## src/rtl/edt_pkg.sv

```systemverilog
package edt_pkg;

    typedef enum logic [0:0] {
        ST_IDLE   = 1'b0,
        ST_TIMING = 1'b1
    } edt_state_e;

    typedef struct packed {
        logic       both;
        logic       pol;
        logic [2:0] expo;
    } edt_cfg_t;

    // Polarity 1 codes count the exponent downward from 7.
    function automatic logic [2:0] edt_expo_of(input logic [3:0] code);
        return code[3] ? ~code[2:0] : code[2:0];
    endfunction

    function automatic edt_cfg_t edt_cfg_of(input logic both, input logic [3:0] code);
        edt_cfg_t c;
        c.both = both;
        c.pol  = code[3];
        c.expo = edt_expo_of(code);
        return c;
    endfunction

endpackage

```

## src/rtl/edt_sync.sv

```systemverilog
module edt_sync #(
    parameter int STAGES = 2
) (
    input  logic clk,
    input  logic rst,
    input  logic d,
    output logic q
);
    logic [STAGES-1:0] chain_q;

    generate
        if (STAGES == 1) begin : g_one
            always_ff @(posedge clk) begin
                if (rst) chain_q <= '0;
                else     chain_q <= d;
            end
        end else begin : g_many
            always_ff @(posedge clk) begin
                if (rst) chain_q <= '0;
                else     chain_q <= {chain_q[STAGES-2:0], d};
            end
        end
    endgenerate

    assign q = chain_q[STAGES-1];
endmodule

```

## src/rtl/edt_div_decode.sv

```systemverilog
module edt_div_decode
    import edt_pkg::*;
#(
    parameter int BASE_CNT   = 16,
    parameter int DIV_LEVELS = 8,
    parameter int CNT_W      = 26
) (
    input  edt_cfg_t           cfg,
    output logic [CNT_W-1:0]   limit
);
    localparam int MAX_EXP = DIV_LEVELS - 1;

    logic [CNT_W-1:0] lim_tab [8];

    generate
        for (genvar g = 0; g < 8; g++) begin : g_lim
            localparam int EFF = (g < MAX_EXP) ? g : MAX_EXP;
            assign lim_tab[g] = CNT_W'(BASE_CNT) << (3 * EFF);
        end
    endgenerate

    always_comb begin
        limit = lim_tab[cfg.expo];
    end
endmodule

```

## src/rtl/edt_counter.sv

```systemverilog
module edt_counter #(
    parameter int CNT_W = 26
) (
    input  logic             clk,
    input  logic             rst,
    input  logic             clr,
    input  logic             en,
    input  logic [CNT_W-1:0] limit,
    output logic [CNT_W-1:0] cnt,
    output logic             last
);
    always_ff @(posedge clk) begin
        if (rst || clr) cnt <= '0;
        else if (en)    cnt <= cnt + CNT_W'(1);
    end

    assign last = (cnt == limit - CNT_W'(1));
endmodule

```

## src/rtl/edge_delay_timer.sv

```systemverilog
module edge_delay_timer
    import edt_pkg::*;
#(
    parameter int BASE_CNT    = 16,
    parameter int DIV_LEVELS  = 8,
    parameter int SYNC_STAGES = 2
) (
    input  logic       clk,
    input  logic       rst,
    input  logic       din,
    input  logic       both_mode,
    input  logic [3:0] div_code,
    input  logic       osc_en,
    output logic       dout
);
    localparam int CNT_W = $clog2(BASE_CNT + 1) + 3 * (DIV_LEVELS - 1);

    edt_state_e       st_q, st_d;
    logic             held_q, held_d;
    edt_cfg_t         cfg_q, cfg_live;
    logic             din_s;
    logic             cnt_clr, cnt_en, cnt_last;
    logic             delayed_edge;
    logic [CNT_W-1:0] limit, cnt;

    assign cfg_live = edt_cfg_of(both_mode, div_code);

    edt_sync #(.STAGES(SYNC_STAGES)) sync_i (
        .clk (clk),
        .rst (rst),
        .d   (din),
        .q   (din_s)
    );

    edt_div_decode #(
        .BASE_CNT   (BASE_CNT),
        .DIV_LEVELS (DIV_LEVELS),
        .CNT_W      (CNT_W)
    ) dec_i (
        .cfg   (cfg_q),
        .limit (limit)
    );

    edt_counter #(.CNT_W(CNT_W)) cnt_i (
        .clk   (clk),
        .rst   (rst),
        .clr   (cnt_clr),
        .en    (cnt_en),
        .limit (limit),
        .cnt   (cnt),
        .last  (cnt_last)
    );

    // Both-edge mode delays every edge; single-edge mode delays the edge
    // whose new level is the inverse of the polarity flag.
    assign delayed_edge = cfg_q.both | (din_s == ~cfg_q.pol);

    always_comb begin
        st_d    = st_q;
        held_d  = held_q;
        cnt_clr = 1'b0;
        cnt_en  = 1'b0;
        unique case (st_q)
            ST_IDLE: begin
                if (din_s != held_q) begin
                    if (delayed_edge) begin
                        st_d    = ST_TIMING;   // start
                        cnt_clr = 1'b1;
                    end else begin
                        held_d  = din_s;       // pass
                    end
                end
            end
            ST_TIMING: begin
                if (din_s == held_q) begin
                    st_d = ST_IDLE;            // cancel
                end else if (osc_en) begin
                    if (cnt_last) begin
                        held_d = din_s;        // expire
                        st_d   = ST_IDLE;
                    end else begin
                        cnt_en = 1'b1;
                    end
                end
            end
        endcase
    end

    always_ff @(posedge clk) begin
        if (rst) begin
            st_q   <= ST_IDLE;
            held_q <= 1'b0;
            cfg_q  <= cfg_live;
        end else begin
            st_q   <= st_d;
            held_q <= held_d;
            if (st_d == ST_IDLE) cfg_q <= cfg_live;
        end
    end

    always_comb begin
        dout = held_q ^ (cfg_q.both & cfg_q.pol);
    end
endmodule

```

## config.mk

```make
export PLATFORM = sky130hd
export DESIGN_NAME = edge_delay_timer
export DESIGN_NICKNAME = d
export VERILOG_FILES = /design/src/rtl/edt_pkg.sv /design/src/rtl/edt_sync.sv /design/src/rtl/edt_div_decode.sv /design/src/rtl/edt_counter.sv /design/src/rtl/edge_delay_timer.sv
export SDC_FILE = /design/constraint.sdc
export NUM_CORES = 1
export LEC_CHECK = 0
export ABC_CLOCK_PERIOD_IN_PS = 3400
export BUFFER_PORTS_ARGS = -buffer_cell sky130_fd_sc_hd__buf_2
export CAP_MARGIN = 0
export CORE_ASPECT_RATIO = 1.1
export CORE_MARGIN = 2
export CORE_UTILIZATION = 35
export CTS_BUF_LIST = sky130_fd_sc_hd__clkbuf_4 sky130_fd_sc_hd__clkbuf_8
export DETAILED_ROUTE_END_ITERATION = 7
export GPL_TIMING_DRIVEN = 0
export PLACE_DENSITY_LB_ADDON = 0.08
export SLEW_MARGIN = 20
export SYNTH_ARGS = -nofsm -noshare
export SYNTH_HDL_FRONTEND = slang
export SYNTH_SLANG_ARGS = --single-unit
```

## constraint.sdc

```tcl
create_clock -name clk -period 3.4 [get_ports clk]
set_input_delay 0.68 -clock clk [delete_from_list [all_inputs] [get_ports clk]]
set_output_delay 0.68 -clock clk [all_outputs]
set_load 0.01 [all_outputs]
```

==> parameters.txt, run 1 <==
Parameter                              Value

Synthesis
  Synthesized cell area    2110 um2
  Cell taking the most area after synthesis    sky130_fd_sc_hd__dfxtp_1
  Most common cell in the synthesized netlist    sky130_fd_sc_hd__dfxtp_1
  Cell count after synthesis    246
  Proportion of synthesized flip-flops having asynchronous set or reset    0%
  Most frequent cells after synthesis    sky130_fd_sc_hd__dfxtp_1, sky130_fd_sc_hd__nand2_1, sky130_fd_sc_hd__or4_1, sky130_fd_sc_hd__nand3_1, sky130_fd_sc_hd__a21oi_1
  Leading post-synthesis cells by cell area    sky130_fd_sc_hd__dfxtp_1, sky130_fd_sc_hd__edfxtp_1, sky130_fd_sc_hd__or4_1
  Seq/Total Area, Yosys    35.7%
  Yosys cell types    41
  Mean cell area of the mapped netlist    8.56 um2
  Most used flip-flop cell after synthesis    sky130_fd_sc_hd__dfxtp_1
  Total of warnings raised by yosys    0
  Synthesized flop and latch total    35
  Top cell type's share of synthesized area    28.5%
  Number of flops mapped to enable cells by yosys    5
  Net count of the mapped netlist    257

Cells and area
  Layout net count    273
  Area overhead of the layout relative to synthesis    10.9%
  Count of antenna diodes in the layout    0
  Non-filler cells in the finished layout    340
  Fraction of final layout cells with drive strength greater than 1    13.3%

Timing
  Final count of pins violating max slew    0
  Final worst path period need    3.15 ns
  Slew at the pin with the worst max-slew slack    0.806 ns
  Hold violation total from the final report    0
  Worst slew slack as a fraction of its limit    45.9%
  Final number of setup-violating endpoints    0
  RSZ-0062 raised after global routing    no
  Final Cycle Share    92.7%
  Layout Skew    0.00359 ns
  Timing-limited maximum frequency    317 MHz
  Sum of negative setup slack    0 ns
  Worst Slack Setup Final    0.247 ns

Route
  Avg WL per Cell    16.8 um
  Wirelength, routed    5700 um
  DRC violations left    0
  Residual antenna-violating net count after detailed routing    0
  Drt first-iter violations    126
  Length of the first detailed-routing pass in iterations    4
  Average vias per placed instance    5.63
  Via total after detailed routing    1913

Setup path
  Kind of capture point of the worst setup path    flop
  Stages on the worst setup path    10
  Critical-path maximum fanout    10
  Ordered cell list for the critical path    buf_2 -> or2_1 -> buf_2 -> ha_1 -> xnor2_1 -> or4_1 -> nor4_2 -> nand2_1 -> o21ai_0 -> or3_1
  Library cell contributing the largest single delay on the critical path    sky130_fd_sc_hd__or4_1
  Reg-to-reg critical path startpoint    cfg_q[2]$_DFFE_PP_
  R2r endpoint    cfg_q[1]$_DFFE_PP_
  Type of the worst setup path    reg -> reg
  Launch point of the critical path    cfg_q[2]$_DFFE_PP_
  Delay-heaviest family, CP    simple AND/OR/NAND/NOR gates
  Critical Path Sink    cfg_q[1]$_DFFE_PP_
  Max stage delay on crit path    0.41 ns
  Top cell by count, worst path    sky130_fd_sc_hd__buf_2
  Data required time of the worst path    3.38 ns
  Critical path buffer and inverter count    2
  Slack of the worst reg-to-reg path    0.25 ns
  Setup crit start kind    flop
  CP arrival    3.14 ns
  R2R cell count    10

Global route
  Overall fraction of global-route tracks in use    18.3%
  Global route overflow    0
  Antenna violations before repair    0
  Wire length of the first global-routing pass    9450 um
  Pin count of the biggest net entering global routing    11
  Vias in the first global route    1801

Die
  Count of standard-cell rows    29
  Die Footprint    6650 um2
  Area of the core    5810 um2
  Horiz. Die Dim    78.0 um
  Die span in y    85.4 um
  Number of top-level pins    10
  Initial Util    36.3%

Placed design
  Final RePlAce weighted congestion    0.802
  Setup slack at placement    0.243 ns
  Post-placement cell count    332
  HPWL after DPL    4080 um
  IO buf count    9

Power
  Final total power    836 uW
  Net switching component of the power    214 uW
  Combinational fraction of design power    10.9%
  Sequential share of power    51.6%
  Power density normalized to cell area    358 nW/um2
  Leak    0.818 nW
  Maximum vdd drop    172 uV
  Clk pwr share    37.5%
  Proportion of total power due to net switching    25.6%
  Power Internal    622 uW

Clock network
  Clock latency at the later pin of the worst-skew pair    0.29 ns
  Clock slew seen by the registers of the worst setup and hold paths    0.07 ns
  CTS tree    built
  Clock tree root buffer cell    sky130_fd_sc_hd__clkbuf_8
  Number of buffers inserted during clock tree synthesis    5
  Post-CTS setup buffer count    0
  Post-cts resize count    0
  CTS H-tree lvls    2
  Clock sink total    35
  Maximum count of clock buffers along a single path    2
  CTS hold repair buffers    0

Outcome
  Outcome    complete, no violations

Flow run
  Max_cap viols    0

Hold path
  Class of the tightest hold or removal check    reg -> reg
==> logic make-up after synthesis <==
logic type      after synthesis  synth area share [%]
flops                        35                  35.7
fa+ha+maj                     2                  1.19
xor+xnor                     11                  4.58
compound gates               57                  18.4
buf+inv                      18                  6.48
simple gates                118                  31.3
mux                           5                  2.38
==> power by group through the flow <==
| stage | registers [mW] | clock network, mW | logic [mW] |
|---|---|---|---|
| final | 0.431 | 0.314 | 0.0910 |
| after global routing | 0.432 | 0.340 | 0.101 |
| after CTS | 0.431 | 0.324 | 0.0918 |
| after detailed placement | 0.441 | 0 | 0.0910 |
| after global placement | 0.441 | 0 | 0.0908 |
| after floorplan | 0.440 | 0 | 0.0649 |
==> sequential cells by signal, indices dropped and copies added (netlist names) <==
signal          cells
cfg_q               5
sync_i.chain_q      2
st_q                1
held_q              1
cnt_i.cnt          26
==> routing by layer <==
layer	vias up	routed length [um]	GRT usage, %
met5	-	0	0
met4	0	74	5.10
met3	8	257	3.19
met2	40	2670	29.8
met1	893	2700	25.1
li1	972	-	-
==> worst register-to-register path: stages (launching register included) <==
cell and delay, ns:
sky130_fd_sc_hd__edfxtp_1 0.35, sky130_fd_sc_hd__buf_2 0.18, sky130_fd_sc_hd__or2_1 0.23, sky130_fd_sc_hd__buf_2 0.15, sky130_fd_sc_hd__ha_1 0.30, sky130_fd_sc_hd__xnor2_1 0.12, sky130_fd_sc_hd__or4_1 0.41, sky130_fd_sc_hd__nor4_2 0.35
sky130_fd_sc_hd__nand2_1 0.09, sky130_fd_sc_hd__o21ai_0 0.37, sky130_fd_sc_hd__or3_1 0.31
==> worst min-delay path by stage <==
stage / to / slack (ns) / start / cells past startpoint
finish: sync_i.chain_q[1]$_SDFF_PP0_ / 0.45 / sync_i.chain_q[0]$_SDFF_PP0_ / 1
global route: sync_i.chain_q[1]$_SDFF_PP0_ / 0.47 / sync_i.chain_q[0]$_SDFF_PP0_ / 1
CTS: sync_i.chain_q[1]$_SDFF_PP0_ / 0.46 / sync_i.chain_q[0]$_SDFF_PP0_ / 1
detailed placement: sync_i.chain_q[1]$_SDFF_PP0_ / 0.44 / sync_i.chain_q[0]$_SDFF_PP0_ / 1
global placement: sync_i.chain_q[1]$_SDFF_PP0_ / 0.45 / sync_i.chain_q[0]$_SDFF_PP0_ / 1
floorplan: sync_i.chain_q[1]$_SDFF_PP0_ / 0.41 / sync_i.chain_q[0]$_SDFF_PP0_ / 1
==> through the flow <==
stage	instance area, um2	utilization, %	hold slack [ns]
global route	2340	40.2	0.466
global placement	2250	38.7	0.447
floorplan	2110	-	0.414
finish	2340	40.2	0.446
detailed placement	2250	38.7	0.440
CTS	2340	40.2	0.458
==> layout make-up <==
| cell class | count | area [um2] |
|---|---|---|
| flip-flops and latches | 35 | 751 |
| fillers | 614 | 3470 |
| well taps | 77 | 96.3 |
| clock buffers | 7 | 83.8 |
| clock inverters | 1 | 5.00 |
| inverters | 1 | 3.75 |
| plain buffers | 17 | 133 |
| repair buffers | 9 | 45.0 |
| multi-input cells | 193 | 1220 |
==> placed cells by master, fill, tap and decap left out, types with 4 or more instances in the layout <==
cell type / n
sky130_fd_sc_hd__nand2b_1: 7
sky130_fd_sc_hd__nor2_1: 8
sky130_fd_sc_hd__and3_1: 9
sky130_fd_sc_hd__mux2i_1: 5
sky130_fd_sc_hd__a21oi_2: 5
sky130_fd_sc_hd__xor2_1: 7
sky130_fd_sc_hd__nand4_1: 5
sky130_fd_sc_hd__xnor2_1: 4
sky130_fd_sc_hd__nand3_1: 16
sky130_fd_sc_hd__o31ai_1: 7
sky130_fd_sc_hd__edfxtp_1: 5
sky130_fd_sc_hd__nand2_1: 27
sky130_fd_sc_hd__clkbuf_8: 5
sky130_fd_sc_hd__or3_1: 9
sky130_fd_sc_hd__buf_2: 14
sky130_fd_sc_hd__o211ai_1: 5
sky130_fd_sc_hd__nor4_1: 4
sky130_fd_sc_hd__dfxtp_1: 30
sky130_fd_sc_hd__nor3_1: 6
sky130_fd_sc_hd__a21oi_1: 14
sky130_fd_sc_hd__or4_1: 18
sky130_fd_sc_hd__o21ai_1: 8
sky130_fd_sc_hd__clkbuf_1: 7
Note: power is estimated with default switching activity, not from simulation.
==> run 2: changes to the inputs <==
- CTS_BUF_LIST: sky130_fd_sc_hd__clkbuf_4 sky130_fd_sc_hd__clkbuf_8 -> sky130_fd_sc_hd__clkbuf_8
- SLEW_MARGIN: 20 -> default
==> run 2 against run 1 <==
Net effect: total power down 2.3%; sequential cell count unchanged; register-to-register slack about the same; combinational power down 0.4%; clock power down 6%; non-clock buffer count unchanged; utilization down 0.13 points; sequential share of layout area up 0.10 points; first-iteration DRC count up 8.7%; maximum frequency about the same; critical endpoint is now cfg_q[2]$_DFFE_PP_; largest cell class unchanged.
==> parameters.txt, run 2 (synthesis results as in run 1) <==
Parameter                              Value

Setup path
  Data required time of the worst path    3.38 ns (about the same)
  Type of the worst setup path    reg -> reg
  Kind of capture point of the worst setup path    flop
  R2R cell count    10 (unchanged)
  Slack of the worst reg-to-reg path    0.25 ns (about the same)
  Setup crit start kind    flop
  Critical-path maximum fanout    10 (unchanged)
  CP arrival    3.14 ns (about the same)

Placed design
  Total cell area at the placement stage    2250 um2 (unchanged)
  HPWL after DPL    4080 um (unchanged)
  Final RePlAce weighted congestion    0.802 (unchanged)
  IO buf count    9 (unchanged)

Cells and area
  Largest regs    cnt_i.cnt: 26 flops, cfg_q: 5 flops, sync_i.chain_q: 2 flops
  Area overhead of the layout relative to synthesis    10.6%
  Final Instance Area    2330 um2 (-0.32%)
  Leading cell type in the layout, fill and taps excluded    sky130_fd_sc_hd__dfxtp_1
  Filler Cells Inserted    614 (unchanged)
  Top register by number of flip-flops    cnt_i.cnt
  Fraction of final layout cells with drive strength greater than 1    12.5% (-0.76 points)
  Most frequent cells in the layout    sky130_fd_sc_hd__dfxtp_1, sky130_fd_sc_hd__nand2_1, sky130_fd_sc_hd__or4_1
  Largest register FFs    26 (unchanged)
  Count of antenna diodes in the layout    0 (unchanged)
  Layout net count    273 (unchanged)

Timing
  Final count of pins violating max slew    0 (unchanged)
  Final number of setup-violating endpoints    0 (unchanged)
  Worst-case hold slack    0.446 ns (+0.0000470 ns)
  Timing-limited maximum frequency    317 MHz (about the same)
  Worst slew slack as a fraction of its limit    44.3% (-1.6 points)
  Final worst path period need    3.15 ns (+0.000603 ns)
  Hold violation total from the final report    0 (unchanged)
  Final Cycle Share    92.8% (about the same)
  Layout Skew    0.00351 ns (-0.0000759 ns)
  Sum of negative setup slack    0 ns (unchanged)
  RSZ-0062 raised after global routing    no
  Slew at the pin with the worst max-slew slack    0.830 ns (+0.0242 ns)

Route
  Length of the first detailed-routing pass in iterations    4 (unchanged)
  Via total after detailed routing    1910 (-0.16%)
  Average vias per placed instance    5.62 (-0.16%)
  DRC violations left    0 (unchanged)
  Residual antenna-violating net count after detailed routing    0 (unchanged)
  Avg WL per Cell    16.7 um (-0.46%)
  Drt first-iter violations    137 (+8.7%)
  Wirelength, routed    5670 um (-0.46%)

Power
  Power density normalized to cell area    351 nW/um2 (-2.0%)
  Maximum vdd drop    172 uV (about the same)
  Leak    0.819 nW (+0.18%)

Hold path
  Cells on Worst Hold Path    1 (unchanged)
  Class of the tightest hold or removal check    reg -> reg

Clock network
  Clock latency at the later pin of the worst-skew pair    0.29 ns (about the same)
  Maximum count of clock buffers along a single path    2 (unchanged)
  CTS tree    built
  CTS hold repair buffers    0 (unchanged)
  Post-cts resize count    0 (unchanged)
  Clock tree root buffer cell    sky130_fd_sc_hd__clkbuf_8
  Clock slew seen by the registers of the worst setup and hold paths    0.07 ns (about the same)
  CTS H-tree lvls    2 (unchanged)
  Number of buffers inserted during clock tree synthesis    5 (unchanged)
  Clock sink total    35 (unchanged)
  Post-CTS setup buffer count    0 (unchanged)

Die
  Number of top-level pins    10 (unchanged)
  Die span in y    85.4 um (unchanged)
  Count of standard-cell rows    29 (unchanged)
  Area of the core    5810 um2 (unchanged)
  Horiz. Die Dim    78.0 um (unchanged)
  Initial Util    36.3% (unchanged)
  Die Footprint    6650 um2 (unchanged)

Global route
  Vias in the first global route    1801 (unchanged)
  Pin count of the biggest net entering global routing    11 (unchanged)
  Wire length of the first global-routing pass    9450 um (unchanged)
  Antenna violations before repair    0 (unchanged)
  Overall fraction of global-route tracks in use    18.3% (unchanged)
  Global route overflow    0 (unchanged)

Outcome
  Outcome    complete, no violations

Flow run
  Max_cap viols    0 (unchanged)
-- run 2: cell types whose count changed in the layout (fill, tap and decap cells not counted), sizes merged --
cell | before | now
clkbuf | 14 | 12
inv | 1 | 3
-- run 2: where the power goes --
group	internal, mW	total (mW)	switching, mW
Combinational	0.0346	0.0906	0.0560
Clock	0.138	0.295	0.157
Sequential	0.428	0.431	0.00379
Total	0.600	0.817	0.217
-- run 2: worst max-delay path, stage by stage, from the launching register on --
cell and delay, ns:
sky130_fd_sc_hd__edfxtp_1 0.35, sky130_fd_sc_hd__buf_2 0.18, sky130_fd_sc_hd__or2_1 0.23, sky130_fd_sc_hd__buf_2 0.15, sky130_fd_sc_hd__ha_1 0.30, sky130_fd_sc_hd__xnor2_1 0.12, sky130_fd_sc_hd__or4_1 0.41, sky130_fd_sc_hd__nor4_2 0.35
sky130_fd_sc_hd__nand2_1 0.09, sky130_fd_sc_hd__o21ai_0 0.37, sky130_fd_sc_hd__or3_1 0.31
-- run 2: per-stage QoR --
stage,utilization (%),power [mW],worst slack (ns),cells
3_3_place_gp,38.7,0.532,0.259,332
2_1_floorplan,-,0.505,0.573,246
6_report,40.1,0.817,0.246,340
3_5_place_dp,38.7,0.532,0.243,332
5_1_grt,40.1,0.852,0.0347,340
4_1_cts,40.1,0.825,0.224,340
-- run 2: layout make-up --
type | instances | area [um2] | area share [%]
tap | 77 | 96.3 | 4.14
clock buffer | 5 | 68.8 | 2.96
sequential | 35 | 751 | 32.2
multi-input combinational | 193 | 1220 | 52.3
inverter | 1 | 3.75 | 0.161
clock inverter | 3 | 12.5 | 0.537
timing repair buffer | 9 | 45.0 | 1.93
buffer | 17 | 133 | 5.70
-- run 2: layer usage --
layer | vias to the layer above | GRT usage (%) | part of all wire (%)
met3 | 6 | 3.19 | 4.0
met5 | - | 0 | 0
met4 | 0 | 5.10 | 1.1
met2 | 38 | 29.8 | 47
met1 | 897 | 25.1 | 48
li1 | 969 | - | -
-- run 2: path summary, 6_finish.rpt --
path | start | end
setup / recovery | cfg_q[2]$_DFFE_PP_ | cfg_q[2]$_DFFE_PP_
hold / removal | sync_i.chain_q[0]$_SDFF_PP0_ | sync_i.chain_q[1]$_SDFF_PP0_
setup reg to reg | cfg_q[2]$_DFFE_PP_ | cfg_q[2]$_DFFE_PP_
hold reg to reg | sync_i.chain_q[0]$_SDFF_PP0_ | sync_i.chain_q[1]$_SDFF_PP0_
==> run 3: changes to the inputs <==
- GPL_TIMING_DRIVEN: 0 -> default
==> run 3 against run 2 <==
Net effect: maximum frequency up 3.1%; clock-buffer cell count up 1; clock power up 5%; worst hold slack better by 0.016 ns; total power up 1.3%; combinational power down 16%; largest cell class unchanged; final cell count down 4.1%; highest routed layer unchanged; sequential share of layout area up 1.2 points; utilization down 1.4 points; critical path type unchanged; register-to-register slack better by 0.09 ns; final area down 3.6%.
==> parameters.txt, run 3 (synthesis results as in run 1) <==
Parameter                              Value

Outcome
  Outcome    complete, no violations

Setup path
  Kind of capture point of the worst setup path    flop
  Data required time of the worst path    3.38 ns (about the same)
  Slack of the worst reg-to-reg path    0.34 ns (+0.09 ns)
  R2R cell count    8 (-2)
  CP arrival    3.04 ns (-0.10 ns)
  Critical-path maximum fanout    10 (unchanged)
  R2r endpoint    cfg_q[2]$_DFFE_PP_
  Setup crit start kind    flop
  Reg-to-reg critical path startpoint    cfg_q[2]$_DFFE_PP_
  Type of the worst setup path    reg -> reg

Cells and area
  Count of antenna diodes in the layout    0 (unchanged)
  Largest register FFs    26 (unchanged)
  Final Instance Area    2240 um2 (-3.6%)
  Non-filler cells in the finished layout    326 (-4.1%)
  Fraction of final layout cells with drive strength greater than 1    11.2% (-1.3 points)
  Leading cell type in the layout, fill and taps excluded    sky130_fd_sc_hd__dfxtp_1
  Area overhead of the layout relative to synthesis    6.60%
  Most frequent cells in the layout    sky130_fd_sc_hd__dfxtp_1, sky130_fd_sc_hd__nand2_1, sky130_fd_sc_hd__or4_1
  Filler Cells Inserted    623 (+1.5%)
  Top register by number of flip-flops    cnt_i.cnt
  Post-Route Utilization    38.7% (-1.4 points)
  Largest regs    cnt_i.cnt: 26 flops, cfg_q: 5 flops, sync_i.chain_q: 2 flops
  Layout net count    259 (-5.1%)

Clock network
  Clock sink total    35 (unchanged)
  Clock latency at the later pin of the worst-skew pair    0.29 ns (about the same)
  CTS H-tree lvls    2 (unchanged)
  Post-cts resize count    0 (unchanged)
  CTS tree    built
  Post-CTS setup buffer count    0 (unchanged)
  Number of buffers inserted during clock tree synthesis    5 (unchanged)
  Maximum count of clock buffers along a single path    2 (unchanged)
  Clock tree root buffer cell    sky130_fd_sc_hd__clkbuf_8
  CTS hold repair buffers    0 (unchanged)
  Clock slew seen by the registers of the worst setup and hold paths    0.07 ns (about the same)

Flow run
  Max_cap viols    0 (unchanged)

Die
  Area of the core    5810 um2 (unchanged)
  Horiz. Die Dim    78.0 um (unchanged)
  Initial Util    36.3% (unchanged)
  Die Footprint    6650 um2 (unchanged)
  Number of top-level pins    10 (unchanged)
  Count of standard-cell rows    29 (unchanged)
  Die span in y    85.4 um (unchanged)

Route
  DRC violations left    0 (unchanged)
  Drt first-iter violations    89 (-35%)
  Length of the first detailed-routing pass in iterations    6 (+2)
  Via total after detailed routing    1810 (-5.2%)
  Wirelength, routed    5240 um (-7.6%)
  Residual antenna-violating net count after detailed routing    0 (unchanged)
  Average vias per placed instance    5.55 (-1.2%)
  Avg WL per Cell    16.1 um (-3.6%)

Global route
  Vias in the first global route    1660 (-7.8%)
  Overall fraction of global-route tracks in use    16.8% (-1.5 points)
  Wire length of the first global-routing pass    8590 um (-9.1%)
  Pin count of the biggest net entering global routing    46 (+35)
  Global route overflow    0 (unchanged)
  Antenna violations before repair    0 (unchanged)

Timing
  Final count of pins violating max slew    0 (unchanged)
  Worst slew slack as a fraction of its limit    41.1% (-3.2 points)
  Timing-limited maximum frequency    327 MHz (+3.1%)
  RSZ-0062 raised after global routing    no
  Final worst path period need    3.06 ns (-0.0935 ns)
  Hold violation total from the final report    0 (unchanged)
  Sum of negative setup slack    0 ns (unchanged)
  Worst-case hold slack    0.462 ns (+0.0157 ns)
  Layout Skew    0.00426 ns (+0.000749 ns)
  Slew at the pin with the worst max-slew slack    0.877 ns (+0.0473 ns)
  Final number of setup-violating endpoints    0 (unchanged)
  Final Cycle Share    90.0% (-2.7 points)

Power
  Power density normalized to cell area    369 nW/um2 (+5.1%)
  Leak    0.776 nW (-5.3%)
  Maximum vdd drop    147 uV (-15%)

Placed design
  Final RePlAce weighted congestion    0.767 (-4.4%)
  Post-placement cell count    318 (-4.2%)
  IO buf count    9 (unchanged)
  HPWL after DPL    3650 um (-10%)
  Total cell area at the placement stage    2150 um2 (-4.2%)

Hold path
  Min-delay src    sync_i.chain_q[0]$_SDFF_PP0_
  Class of the tightest hold or removal check    reg -> reg
  Cells on Worst Hold Path    1 (unchanged)
  Worst Hold Path EP    sync_i.chain_q[1]$_SDFF_PP0_
## run 3: power by group
group	internal [mW]	switching (mW)	leakage (nW)	total, mW
clock	0.160	0.150	0.0524	0.311
combinational	0.0308	0.0454	0.429	0.0763
sequential	0.428	0.0126	0.295	0.441
## run 3: layout make-up
cell class,count,area (um2),area share (%)
repair buffers,12,80.1,3.57
multi-input cells,193,1220,54.5
clock inverters,2,8.76,0.390
well taps,77,96.3,4.29
inverters,1,3.75,0.167
clock buffers,6,82.6,3.68
flip-flops and latches,35,751,33.4
## run 3: layer usage
metal / GRT usage (%) / vias to the layer above / routed length (um)
li1: - / 937 / -
met1: 22.5 / 845 / 2520
met2: 27.4 / 23 / 2510
met3: 3.51 / 5 / 151
met4: 4.78 / 0 / 61
met5: 0 / - / 0
## run 3: worst max path at each step
stage               cells past startpoint                from                 end  slack (ns)
floorplan                              10  cfg_q[2]$_DFFE_PP_  cfg_q[0]$_DFFE_PP_        0.57
global placement                        8  cfg_q[2]$_DFFE_PP_  cfg_q[0]$_DFFE_PP_        0.41
detailed placement                      8  cfg_q[2]$_DFFE_PP_  cfg_q[3]$_DFFE_PP_        0.35
CTS                                     8  cfg_q[2]$_DFFE_PP_  cfg_q[1]$_DFFE_PP_        0.32
global route                            8  cfg_q[2]$_DFFE_PP_  cfg_q[2]$_DFFE_PP_        0.12
finish                                  8  cfg_q[2]$_DFFE_PP_  cfg_q[2]$_DFFE_PP_        0.34
## run 3: worst max-delay path, cell delays in order (launching register included)
cell                       delay [ns]
sky130_fd_sc_hd__edfxtp_1        0.51
sky130_fd_sc_hd__or2_1           0.33
sky130_fd_sc_hd__ha_1            0.32
sky130_fd_sc_hd__xnor2_1         0.12
sky130_fd_sc_hd__or4_1           0.41
sky130_fd_sc_hd__nor4_2          0.35
sky130_fd_sc_hd__nand2_1         0.08
sky130_fd_sc_hd__o21ai_0         0.33
sky130_fd_sc_hd__or3_1           0.30
## run 3: per-stage QoR
stage,setup slack [ns],power (mW)
finish,0.340,0.828
global route,0.125,0.875
CTS,0.324,0.850
detailed placement,0.354,0.527
global placement,0.408,0.527
floorplan,0.573,0.505
